## config.mk

```make
export PLATFORM = sky130hd
export DESIGN_NAME = dinit_seq
export DESIGN_NICKNAME = d
export VERILOG_FILES = /design/src/rtl/dinit_pkg.sv /design/src/rtl/dinit_table.sv /design/src/rtl/dinit_pinmap.sv /design/src/rtl/dinit_bus_engine.sv /design/src/rtl/dinit_seq.sv
export SDC_FILE = /design/constraint.sdc
export NUM_CORES = 1
export LEC_CHECK = 0
export CORE_ASPECT_RATIO = 2
export CORE_MARGIN = 8
export CORE_UTILIZATION = 55
export CTS_CLUSTER_SIZE = 30
export DETAILED_ROUTE_END_ITERATION = 16
export DONT_BUFFER_PORTS = 1
export MAX_ROUTING_LAYER = met4
export PLACE_DENSITY = 0.69
export SYNTH_ARGS = -nofsm -noshare
export SYNTH_HDL_FRONTEND = slang
export SYNTH_SLANG_ARGS = --single-unit
```

## constraint.sdc

```tcl
create_clock -name clk -period 3.25 [get_ports clk]
set_clock_uncertainty 0.05 [all_clocks]
set_input_delay 0.4875 -clock clk [delete_from_list [all_inputs] [get_ports clk]]
set_output_delay 0.4875 -clock clk [all_outputs]
set_load 0.01 [all_outputs]
```

## src/rtl/dinit_pkg.sv

```systemverilog
package dinit_pkg;

   localparam int INIT_LEN = 15;
   localparam int WORD_W   = 16;
   localparam int BUS_W    = 18;

   typedef struct packed {
      logic [WORD_W-1:0] idx;
      logic [WORD_W-1:0] val;
   } reg_pair_t;

   typedef enum logic [2:0] {
      E_IDLE,
      E_SETUP,
      E_LOW,
      E_HIGH,
      E_HOLD
   } eng_st_t;

   typedef enum logic [1:0] {
      S_RST,
      S_WAIT,
      S_INIT,
      S_HOST
   } seq_st_t;

   // gamma curve words, ascending register order
   function automatic logic [WORD_W-1:0] gamma_word(input int unsigned g);
      case (g)
         0:       gamma_word = 16'h2580;
         1:       gamma_word = 16'h2780;
         2:       gamma_word = 16'h3380;
         3:       gamma_word = 16'h1D18;
         4:       gamma_word = 16'h1F11;
         5:       gamma_word = 16'h2419;
         6:       gamma_word = 16'h1A14;
         7:       gamma_word = 16'h211A;
         8:       gamma_word = 16'h2013;
         default: gamma_word = '0;
      endcase
   endfunction

   // power-up list: setup writes, gamma block, display-on last
   function automatic reg_pair_t init_entry(input int unsigned n);
      reg_pair_t e;
      e = '0;
      if (n < 5) begin
         case (n)
            0:       begin e.idx = 16'h0003; e.val = 16'h0030; end
            1:       begin e.idx = 16'h0010; e.val = 16'h0000; end
            2:       begin e.idx = 16'h0018; e.val = 16'h0028; end
            3:       begin e.idx = 16'h00F8; e.val = 16'h000F; end
            default: begin e.idx = 16'h00F9; e.val = 16'h000F; end
         endcase
      end else if (n < 14) begin
         e.idx = 16'h0070 + WORD_W'(n - 5);
         e.val = gamma_word(n - 5);
      end else if (n == 14) begin
         e.idx = 16'h0005;
         e.val = 16'h0001;
      end
      return e;
   endfunction

endpackage

```

## src/rtl/dinit_table.sv

```systemverilog
module dinit_table
   import dinit_pkg::*;
#(
   parameter int PTR_W = 4
) (
   input  logic [PTR_W-1:0] ptr,
   output reg_pair_t        entry
);

   generate
      if ((1 << PTR_W) <= INIT_LEN) begin : g_bad_ptr
         $error("dinit_table: PTR_W too narrow for the list");
      end
   endgenerate

   always_comb begin
      entry = init_entry(int'(ptr));
   end

endmodule

```

## src/rtl/dinit_pinmap.sv

```systemverilog
module dinit_pinmap
   import dinit_pkg::*;
(
   input  logic [WORD_W-1:0] word,
   output logic [BUS_W-1:0]  db
);

   localparam int HI_BASE = 10;
   localparam int LO_BASE = 1;
   localparam int HALF    = WORD_W / 2;

   generate
      if (BUS_W != 18 || WORD_W != 16) begin : g_bad_map
         $error("dinit_pinmap: split mapping needs 16-bit words on an 18-bit bus");
      end
      for (genvar b = 0; b < HALF; b++) begin : g_map
         assign db[HI_BASE + b] = word[HALF + b];
         assign db[LO_BASE + b] = word[b];
      end
   endgenerate

   assign db[9] = 1'b0;
   assign db[0] = 1'b0;

endmodule

```

## src/rtl/dinit_bus_engine.sv

```systemverilog
module dinit_bus_engine
   import dinit_pkg::*;
#(
   parameter int CS_SETUP_CYC = 1,
   parameter int WR_LOW_CYC   = 2,
   parameter int WR_HIGH_CYC  = 2,
   parameter int CS_HOLD_CYC  = 1
) (
   input  logic              clk,
   input  logic              rst,
   input  logic              start,
   input  logic              pair,
   input  logic [WORD_W-1:0] w0,
   input  logic [WORD_W-1:0] w1,
   output logic              accept,
   output logic              cs_n,
   output logic              wr_n,
   output logic              rs,
   output logic [WORD_W-1:0] word
);

   localparam int MAX_A  = (CS_SETUP_CYC > WR_LOW_CYC) ? CS_SETUP_CYC : WR_LOW_CYC;
   localparam int MAX_B  = (WR_HIGH_CYC > CS_HOLD_CYC) ? WR_HIGH_CYC : CS_HOLD_CYC;
   localparam int MAX_C  = (MAX_A > MAX_B) ? MAX_A : MAX_B;
   localparam int CW     = (MAX_C < 2) ? 1 : $clog2(MAX_C);

   generate
      if (CS_SETUP_CYC < 1 || WR_LOW_CYC < 1 || WR_HIGH_CYC < 1 || CS_HOLD_CYC < 1)
      begin : g_bad_timing
         $error("dinit_bus_engine: every timing count must be at least 1");
      end
   endgenerate

   eng_st_t           st;
   logic [CW-1:0]     cnt;
   logic              pair_q;
   logic              second;
   logic [WORD_W-1:0] w1_q;

   assign accept = (st == E_IDLE);

   always_ff @(posedge clk) begin
      if (rst) begin
         st     <= E_IDLE;
         cnt    <= '0;
         cs_n   <= 1'b1;
         wr_n   <= 1'b1;
         rs     <= 1'b1;
         word   <= '0;
         pair_q <= 1'b0;
         second <= 1'b0;
         w1_q   <= '0;
      end else begin
         case (st)
            E_IDLE: begin
               if (start) begin
                  st     <= E_SETUP;
                  cs_n   <= 1'b0;
                  word   <= w0;
                  rs     <= !pair;
                  pair_q <= pair;
                  w1_q   <= w1;
                  second <= 1'b0;
                  cnt    <= CW'(CS_SETUP_CYC - 1);
               end
            end
            E_SETUP: begin
               if (cnt == '0) begin
                  wr_n <= 1'b0;
                  cnt  <= CW'(WR_LOW_CYC - 1);
                  st   <= E_LOW;
               end else begin
                  cnt <= cnt - 1'b1;
               end
            end
            E_LOW: begin
               if (cnt == '0) begin
                  wr_n <= 1'b1;
                  cnt  <= CW'(WR_HIGH_CYC - 1);
                  st   <= E_HIGH;
               end else begin
                  cnt <= cnt - 1'b1;
               end
            end
            E_HIGH: begin
               if (cnt == '0) begin
                  if (pair_q && !second) begin
                     second <= 1'b1;
                     word   <= w1_q;
                     rs     <= 1'b1;
                     wr_n   <= 1'b0;
                     cnt    <= CW'(WR_LOW_CYC - 1);
                     st     <= E_LOW;
                  end else begin
                     cnt <= CW'(CS_HOLD_CYC - 1);
                     st  <= E_HOLD;
                  end
               end else begin
                  cnt <= cnt - 1'b1;
               end
            end
            E_HOLD: begin
               if (cnt == '0) begin
                  cs_n <= 1'b1;
                  st   <= E_IDLE;
               end else begin
                  cnt <= cnt - 1'b1;
               end
            end
            default: st <= E_IDLE;
         endcase
      end
   end

   // strobe only inside an active select window
   assert_strobe_in_select_R2: assert property (@(posedge clk) disable iff (rst)
      !wr_n |-> !cs_n);

   // word and select line frozen across the low strobe
   assert_bus_stable_R3: assert property (@(posedge clk) disable iff (rst)
      (!wr_n && $past(!wr_n)) |-> ($stable(word) && $stable(rs)));

   // idle engine leaves the select released
   assert_idle_released_R2: assert property (@(posedge clk) disable iff (rst)
      (accept && $past(accept)) |-> cs_n);

endmodule

```

## src/rtl/dinit_seq.sv

```systemverilog
module dinit_seq
   import dinit_pkg::*;
#(
   parameter int RST_LOW_CYC   = 8,
   parameter int POST_WAIT_CYC = 16,
   parameter int CS_SETUP_CYC  = 1,
   parameter int WR_LOW_CYC    = 2,
   parameter int WR_HIGH_CYC   = 2,
   parameter int CS_HOLD_CYC   = 1
) (
   input  logic        clk,
   input  logic        rst,
   input  logic        host_valid,
   output logic        host_ready,
   input  logic        host_pixel,
   input  logic [15:0] host_index,
   input  logic [15:0] host_value,
   output logic        init_done,
   output logic        lcd_res_n,
   output logic        lcd_cs_n,
   output logic        lcd_wr_n,
   output logic        lcd_rd_n,
   output logic        lcd_rs,
   output logic [17:0] lcd_db
);

   localparam int TMAX = (RST_LOW_CYC > POST_WAIT_CYC) ? RST_LOW_CYC : POST_WAIT_CYC;
   localparam int TW   = (TMAX < 2) ? 1 : $clog2(TMAX);
   localparam int PW   = $clog2(INIT_LEN + 1);

   generate
      if (RST_LOW_CYC < 1 || POST_WAIT_CYC < 1) begin : g_bad_wait
         $error("dinit_seq: reset and wait counts must be at least 1");
      end
   endgenerate

   seq_st_t           st;
   logic [TW-1:0]     tcnt;
   logic [PW-1:0]     ptr;
   reg_pair_t         entry;
   logic              eng_accept;
   logic              eng_start;
   logic              eng_pair;
   logic [WORD_W-1:0] eng_w0;
   logic [WORD_W-1:0] eng_w1;
   logic [WORD_W-1:0] bus_word;
   logic              list_issue;
   logic              host_take;

   dinit_table #(.PTR_W(PW)) u_table (
      .ptr   (ptr),
      .entry (entry)
   );

   assign list_issue = (st == S_INIT) && eng_accept && (ptr != PW'(INIT_LEN));
   assign host_ready = (st == S_HOST) && eng_accept;
   assign host_take  = host_valid && host_ready;
   assign eng_start  = list_issue || host_take;
   assign init_done  = (st == S_HOST);
   assign lcd_rd_n   = 1'b1;

   always_comb begin
      if (st == S_HOST) begin
         eng_pair = !host_pixel;
         eng_w0   = host_pixel ? host_value : host_index;
         eng_w1   = host_value;
      end else begin
         eng_pair = 1'b1;
         eng_w0   = entry.idx;
         eng_w1   = entry.val;
      end
   end

   always_ff @(posedge clk) begin
      if (rst) begin
         st        <= S_RST;
         tcnt      <= TW'(RST_LOW_CYC - 1);
         ptr       <= '0;
         lcd_res_n <= 1'b0;
      end else begin
         case (st)
            S_RST: begin
               if (tcnt == '0) begin
                  lcd_res_n <= 1'b1;
                  tcnt      <= TW'(POST_WAIT_CYC - 1);
                  st        <= S_WAIT;
               end else begin
                  tcnt <= tcnt - 1'b1;
               end
            end
            S_WAIT: begin
               if (tcnt == '0) begin
                  st  <= S_INIT;
                  ptr <= '0;
               end else begin
                  tcnt <= tcnt - 1'b1;
               end
            end
            S_INIT: begin
               if (list_issue) begin
                  ptr <= ptr + 1'b1;
               end else if (eng_accept && ptr == PW'(INIT_LEN)) begin
                  st <= S_HOST;
               end
            end
            S_HOST: st <= S_HOST;
            default: st <= S_RST;
         endcase
      end
   end

   dinit_bus_engine #(
      .CS_SETUP_CYC (CS_SETUP_CYC),
      .WR_LOW_CYC   (WR_LOW_CYC),
      .WR_HIGH_CYC  (WR_HIGH_CYC),
      .CS_HOLD_CYC  (CS_HOLD_CYC)
   ) u_engine (
      .clk    (clk),
      .rst    (rst),
      .start  (eng_start),
      .pair   (eng_pair),
      .w0     (eng_w0),
      .w1     (eng_w1),
      .accept (eng_accept),
      .cs_n   (lcd_cs_n),
      .wr_n   (lcd_wr_n),
      .rs     (lcd_rs),
      .word   (bus_word)
   );

   dinit_pinmap u_pinmap (
      .word (bus_word),
      .db   (lcd_db)
   );

   // driver is never selected while it is held in reset
   assert_no_select_in_reset_R1: assert property (@(posedge clk) disable iff (rst)
      !lcd_res_n |-> lcd_cs_n);

   // host port opens only after the list completes
   assert_ready_after_done_R7: assert property (@(posedge clk) disable iff (rst)
      host_ready |-> init_done);

   // completion flag never drops
   assert_done_sticky_R7: assert property (@(posedge clk) disable iff (rst)
      init_done |=> init_done);

   // released reset line stays released
   assert_reset_released_once_R1: assert property (@(posedge clk) disable iff (rst)
      lcd_res_n |=> lcd_res_n);

endmodule

```

======== Yosys cells after proc, flatten, opt, wreduce, memory -nomap -nowiden ========
Memory sizes are Yosys's and may differ from the RTL's.
Cells that the tools add are included.
word-level totals
  flip-flop bits (word level) ............. 52
  ROM bits ................................ 192
  input bits .............................. 36
  logic and storage cells ................. 126
  memories kept ........................... 1
memories
  memory           words  width  rd ports  clocked after Yosys merged registers in  write ports  RTL line         RTL
  (no name shown)  16     12     1         0                                        0            dinit_pkg.sv:29  case (g)
cells by class
  $add $sub $neg .......................... 5
  magnitude comparators ................... 2
  equal/unequal tests ..................... 25
  muxes and demuxes ....................... 48
  reductions and logical operators ........ 32
operator list
  kind                     number
  $mux W16                 7
  $pmux W24 S4             1
  $mux W32                 2
  $pmux W16 S2             1
  $logic_not A28 Y1        1
  $mux W19                 1
  $mux W3                  6
  $ne A2 B2 Y1 const B     9
  $add A7 B16 Y16 const A  1
  $mux W4                  4
  $pmux W4 S2              2
  $pmux W3 S5              1
  $mux W1                  13
  $reduce_and A5 Y1        2
  $eq A4 B2 Y1 const B     2
  $eq A4 B4 Y1 const B     2
  $logic_not A4 Y1         2
  $mux W2                  4
  $pmux W2 S4              1
  $reduce_and A2 Y1        4
  $reduce_and A4 Y1        2
  $reduce_bool A2 Y1       4
  $eq A3 B2 Y1 const B     2
  $logic_and A1 B1 Y1      6
  24 further kinds         32

======== Logic depth before layout (Yosys ltp) ========
  word-level depth ........................ 8
  gate-level depth with buffers ........... 11
  mapped depth without buffers ............ 9

======== By module ========
From an unflattened synthesis, not the netlist that was laid out.
second synthesis, totals
  cell total of the unflattened synthesis .. 452
  area total of the unflattened synthesis .. 3783.6 µm²
modules (own cells, without submodules)
  module            instances  cells an instance  area an instance (µm²)  seq. area each (µm²)
  dinit_bus_engine  1          197                1849.3                  820.8
  dinit_seq         1          143                1156.1                  220.2
  dinit_table       1          93                 639.4                   0.0
  dinit_pinmap      1          19                 138.9                   0.0

======== Worst setup path before layout ========
OpenSTA, ideal clock, no wires.
  path kind ............................... register to register
  start point ............................. register ptr[0]
  end point ............................... register u_engine.w1_q[4]
  setup time .............................. 0.091 ns
  data arrival time ....................... 2.430 ns
  setup slack ............................. 0.679 ns
  cell stages (with the launch flop) ...... 12
  buffers on the path ..................... 2
  clock period less this slack ............ 2.571 ns
  cell sequence ........................... dfxtp_1 > clkbuf_1 > inv_1 > ha_1 > inv_1 > ha_1 > clkbuf_1 > nand2b_1 > a21boi_0 > a211oi_1 > o31ai_1 > a311oi_1
on the way
  longest elaborated chain between the ends .. 6
  elaborated cells on any way between the ends .. 18
  classes of those cells .................. add/sub: 1; order compare: 2; eq/ne: 4; mux: 5; reduce/logical: 5; memory: 1
ends and longest elaborated chain
  element                                               RTL line                RTL
  from (decl)                                           dinit_seq.sv:39         logic [PW-1:0] ptr;
  from (signal assigned)                                dinit_seq.sv:101        ptr <= ptr + 1'b1;
  $sub A4 B3 Y5                                         dinit_pkg.sv:57         e.val = gamma_word(n - 5);
  $mem_v2 Z16 W12 or $logic_not A28 Y1 (tied branches)  n/a
  $mux W16                                              dinit_pkg.sv:29
  $mux W32                                              dinit_pkg.sv:55         end else if (n < 14) begin
  $mux W32                                              dinit_pkg.sv:47         if (n < 5) begin
  $mux W16                                              dinit_seq.sv:63         if (st == S_HOST) begin
  to (signal assigned)                                  dinit_bus_engine.sv:62  w1_q <= w1;
  to (decl)                                             dinit_bus_engine.sv:38  logic [WORD_W-1:0] w1_q;
Several ways; a longest one is shown, not always the timed one.
A chain may end at the register's enable or synchronous reset.

======== Worst setup path after layout ========
  start point ............................. register ptr[1]
  end point ............................... register u_engine.w1_q[1]
Same word-level chain as after synthesis.

==> results.tsv <==
metric	value	unit
area leader, netlist	dfxtp_1	
core area	0.00542	mm2
Initial Utilization	57.0	%
share of cells above drive strength 1	5.77	%
number of synthesized flops with an enable pin	0	
Stages on worst setup path	9	
Post-Syn Instances	386	
drt wl/cell	20.2	um
htree depth	2	
Setup crit end	u_engine.w1_q[1]	
number of setup buffers added after CTS	0	
leakage power	1.11	nW
r2r worst-path depth	9	
Clock Tree Buf Depth	2	
register area share after synthesis	33.7	%
die height	122	um
CP arrival	2.81	ns
critical path launch point type	flip-flop	
Setup TNS	0	ns
num rows	38	
Main synth FF type	dfxtp_1	
Fill cells	544	
max-slew violations	0	
I/O pins	61	
Worst-path clk slew	0.10	ns
CP required	3.43	ns
nets@finish	409	
syn_area_per_cell	8.00	um2
Hold Path Class	input port to flip-flop	
clock root buffer	clkbuf_8	
post-synth top area share	33.7	%
first-pass GRT wire length	13.5	mm
RD Place Congestion	0.897	
via count	2753	
critical path class	flip-flop to flip-flop	
worst path cell trace	inv_1, ha_1, inv_1, ha_1, nand2b_1, a21boi_0, a211oi_1, a211oi_1, nor4_1	
die area	0.00842	mm2
Antenna Cells	0	
CP startpoint	ptr[1]	
Yosys warning count	0	
pin count of the biggest net entering global routing	53	
part of the cycle the worst path needs	81.1	%
Worst path top cell family by delay	flip-flops	
CTS Buf Count	5	
RR Startpoint	ptr[1]	
endpoints failing hold	0	
Slowest-stage cell, CP	dfxtp_1	
RSZ-0062 raised after global routing	false	
number of vias per cell	6.49	
DP HPWL	6.33	mm
unique cell type count in the Yosys netlist	55	
synthesized area	0.00309	mm2
Max FO, Critical Path	13	
crit path buf inv count	2	
Pre-antenna DRT Iters	4	
post-place instance area	0.00301	mm2
Resized cells post-CTS	0	
initial antenna violation count	0	
initial DRC count	227	
Final Setup Violations	0	
Area growth syn-to-layout	0.203	%
Final ANT Viol Nets	0	
fin crit period	2.64	ns
CTS tree	built	
post-route cell area	0.00310	mm2
asr flop ratio synth	0	%
Post-Route WL	8.55	mm
Crit. End Element	flip-flop	
Remaining Overflow, GRT	0	
GRT Resource Usage Total	21.5	%
DRC violations left	0	
r2r endpoint	u_engine.w1_q[1]	
relative slew slack	55.3	%
clock sinks	52	
Die W	69.0	um
fmax	379	MHz
hold buffers post-CTS	0	
clk_lat worst skew	0.31	ns
PortBufs	0	
number of global-route vias before repair	2633	
max-cap viol count	0	
largest cells by area after synthesis	dfxtp_1, nor2_1, mux2i_1, a21oi_1, nor3_1	
CP peak stage delay	0.59	ns
Worst R2R Setup Slack	0.61	ns
power density cells	393	mW/mm2
Slew @ Worst Pin	0.668	ns
VDD IR max	0.416	mV
Synth Register Bits	52	
status	complete, no violations	
[routing by layer]
metal,vias to the layer above,part of all wire [%],wire length [um],GRT usage [%]
met5,-,0,0,-
met4,0,3.8,326,9.86
met3,23,7.2,612,5.52
met2,86,51,4400,34.7
met1,1290,38,3210,23.5
li1,1354,-,-,-
[how the worst min path moves through the flow]
stage	endpoint	depth (start not counted)	startpoint	slack, ns
after floorplan	u_engine.second	2	u_engine.second	0.38
after global placement	u_engine.second	2	u_engine.second	0.38
after detailed placement	u_engine.second	2	u_engine.second	0.39
after CTS	tcnt[3]	1	rst	0.18
after global routing	u_engine.word[2]	1	rst	0.18
final	st[1]	1	rst	0.19
[worst register-to-register path: cells and delay by family (launching register included)]
kind                     cells  cell delay, ns
flip-flops                   1            0.59
buffers and inverters        2            0.30
adder cells (fa/ha/maj)      2            0.57
AND/OR/NAND/NOR              2            0.49
AO/OA/AOI/OAI                3            0.56
[placed cells by master (no fill, tap or decap), types with 7 or more instances in the layout]
master | netlist | routed
nand2_1 | 26 | 26
a211oi_1 | 15 | 15
ha_1 | 9 | 9
o21ai_0 | 17 | 17
a21oi_1 | 37 | 37
mux2i_1 | 19 | 19
nor3_1 | 24 | 24
nor2_1 | 53 | 53
o211ai_1 | 7 | 7
dfxtp_1 | 52 | 52
inv_1 | 7 | 7
[area by class of cell]
cell class	instances	area, um2	share of cell area, %
Clock inverter	2	12.5	0.404
Inverter	8	30.0	0.970
Tap cell	60	75.1	2.43
Sequential cell	52	1040	33.6
Timing Repair Buffer	4	30.0	0.970
Clock buffer	5	68.8	2.22
Multi-Input combinational cell	293	1840	59.4
[sequential cells by signal, summed over array words and instances, names as in the netlist]
| signal | count |
|---|---|
| u_engine.w1_q | 16 |
| u_engine.word | 16 |
| ptr | 4 |
| tcnt | 4 |
| u_engine.st | 3 |
| st | 2 |
| lcd_res_n | 1 |
| u_engine.cnt | 1 |
| u_engine.cs_n | 1 |
| u_engine.pair_q | 1 |
| u_engine.rs | 1 |
| u_engine.second | 1 |
| u_engine.wr_n | 1 |
[power breakdown]
| group | internal, mW | switching, mW |
|---|---|---|
| Sequential | 0.662 | 0.0444 |
| Clock | 0.146 | 0.220 |
| Combinational | 0.0691 | 0.0754 |
[synth_stat cells (all sizes together) (3+ instances only)]
| master | n |
|---|---|
| ha | 9 |
| nand2b | 5 |
| o31ai | 5 |
| inv | 7 |
| o221ai | 3 |
| nor3 | 24 |
| a221oi | 9 |
| a211oi | 16 |
| nor2b | 4 |
| clkbuf | 19 |
| nand3 | 6 |
| or3 | 5 |
| nor2 | 53 |
| buf | 15 |
| dfxtp | 52 |
| o21ai | 17 |
| a21oi | 38 |
| mux2i | 19 |
| a311oi | 3 |
| o211ai | 7 |
| a21o | 6 |
| nand2 | 27 |
| xnor2 | 4 |
| nor3b | 4 |
| a22oi | 4 |
[per-stage QoR]
stage | total power [mW] | utilization (%) | worst slack [ns] | instances | hold WS [ns]
4_1_cts | 1.22 | 57.1 | 0.630 | 424 | 0.179
5_1_grt | 1.26 | 57.1 | 0.340 | 424 | 0.175
3_5_place_dp | 0.866 | 55.6 | 0.654 | 417 | 0.386
6_report | 1.22 | 57.1 | 0.615 | 424 | 0.186
3_3_place_gp | 0.861 | 55.6 | 0.749 | 417 | 0.380
2_1_floorplan | 0.864 | - | 0.679 | 387 | 0.381
[cell families after synthesis]
| logic type | Yosys count | synth area share, % |
|---|---|---|
| simple gates | 139 | 21.5 |
| mux | 19 | 6.16 |
| flops | 52 | 33.7 |
| xor+xnor | 5 | 1.42 |
| buf+inv | 42 | 6.93 |
| compound gates | 118 | 26.4 |
| other cells | 2 | 0.243 |
| fa+ha+maj | 9 | 3.65 |
No activity file was read; power rests on OpenSTA's default activity.
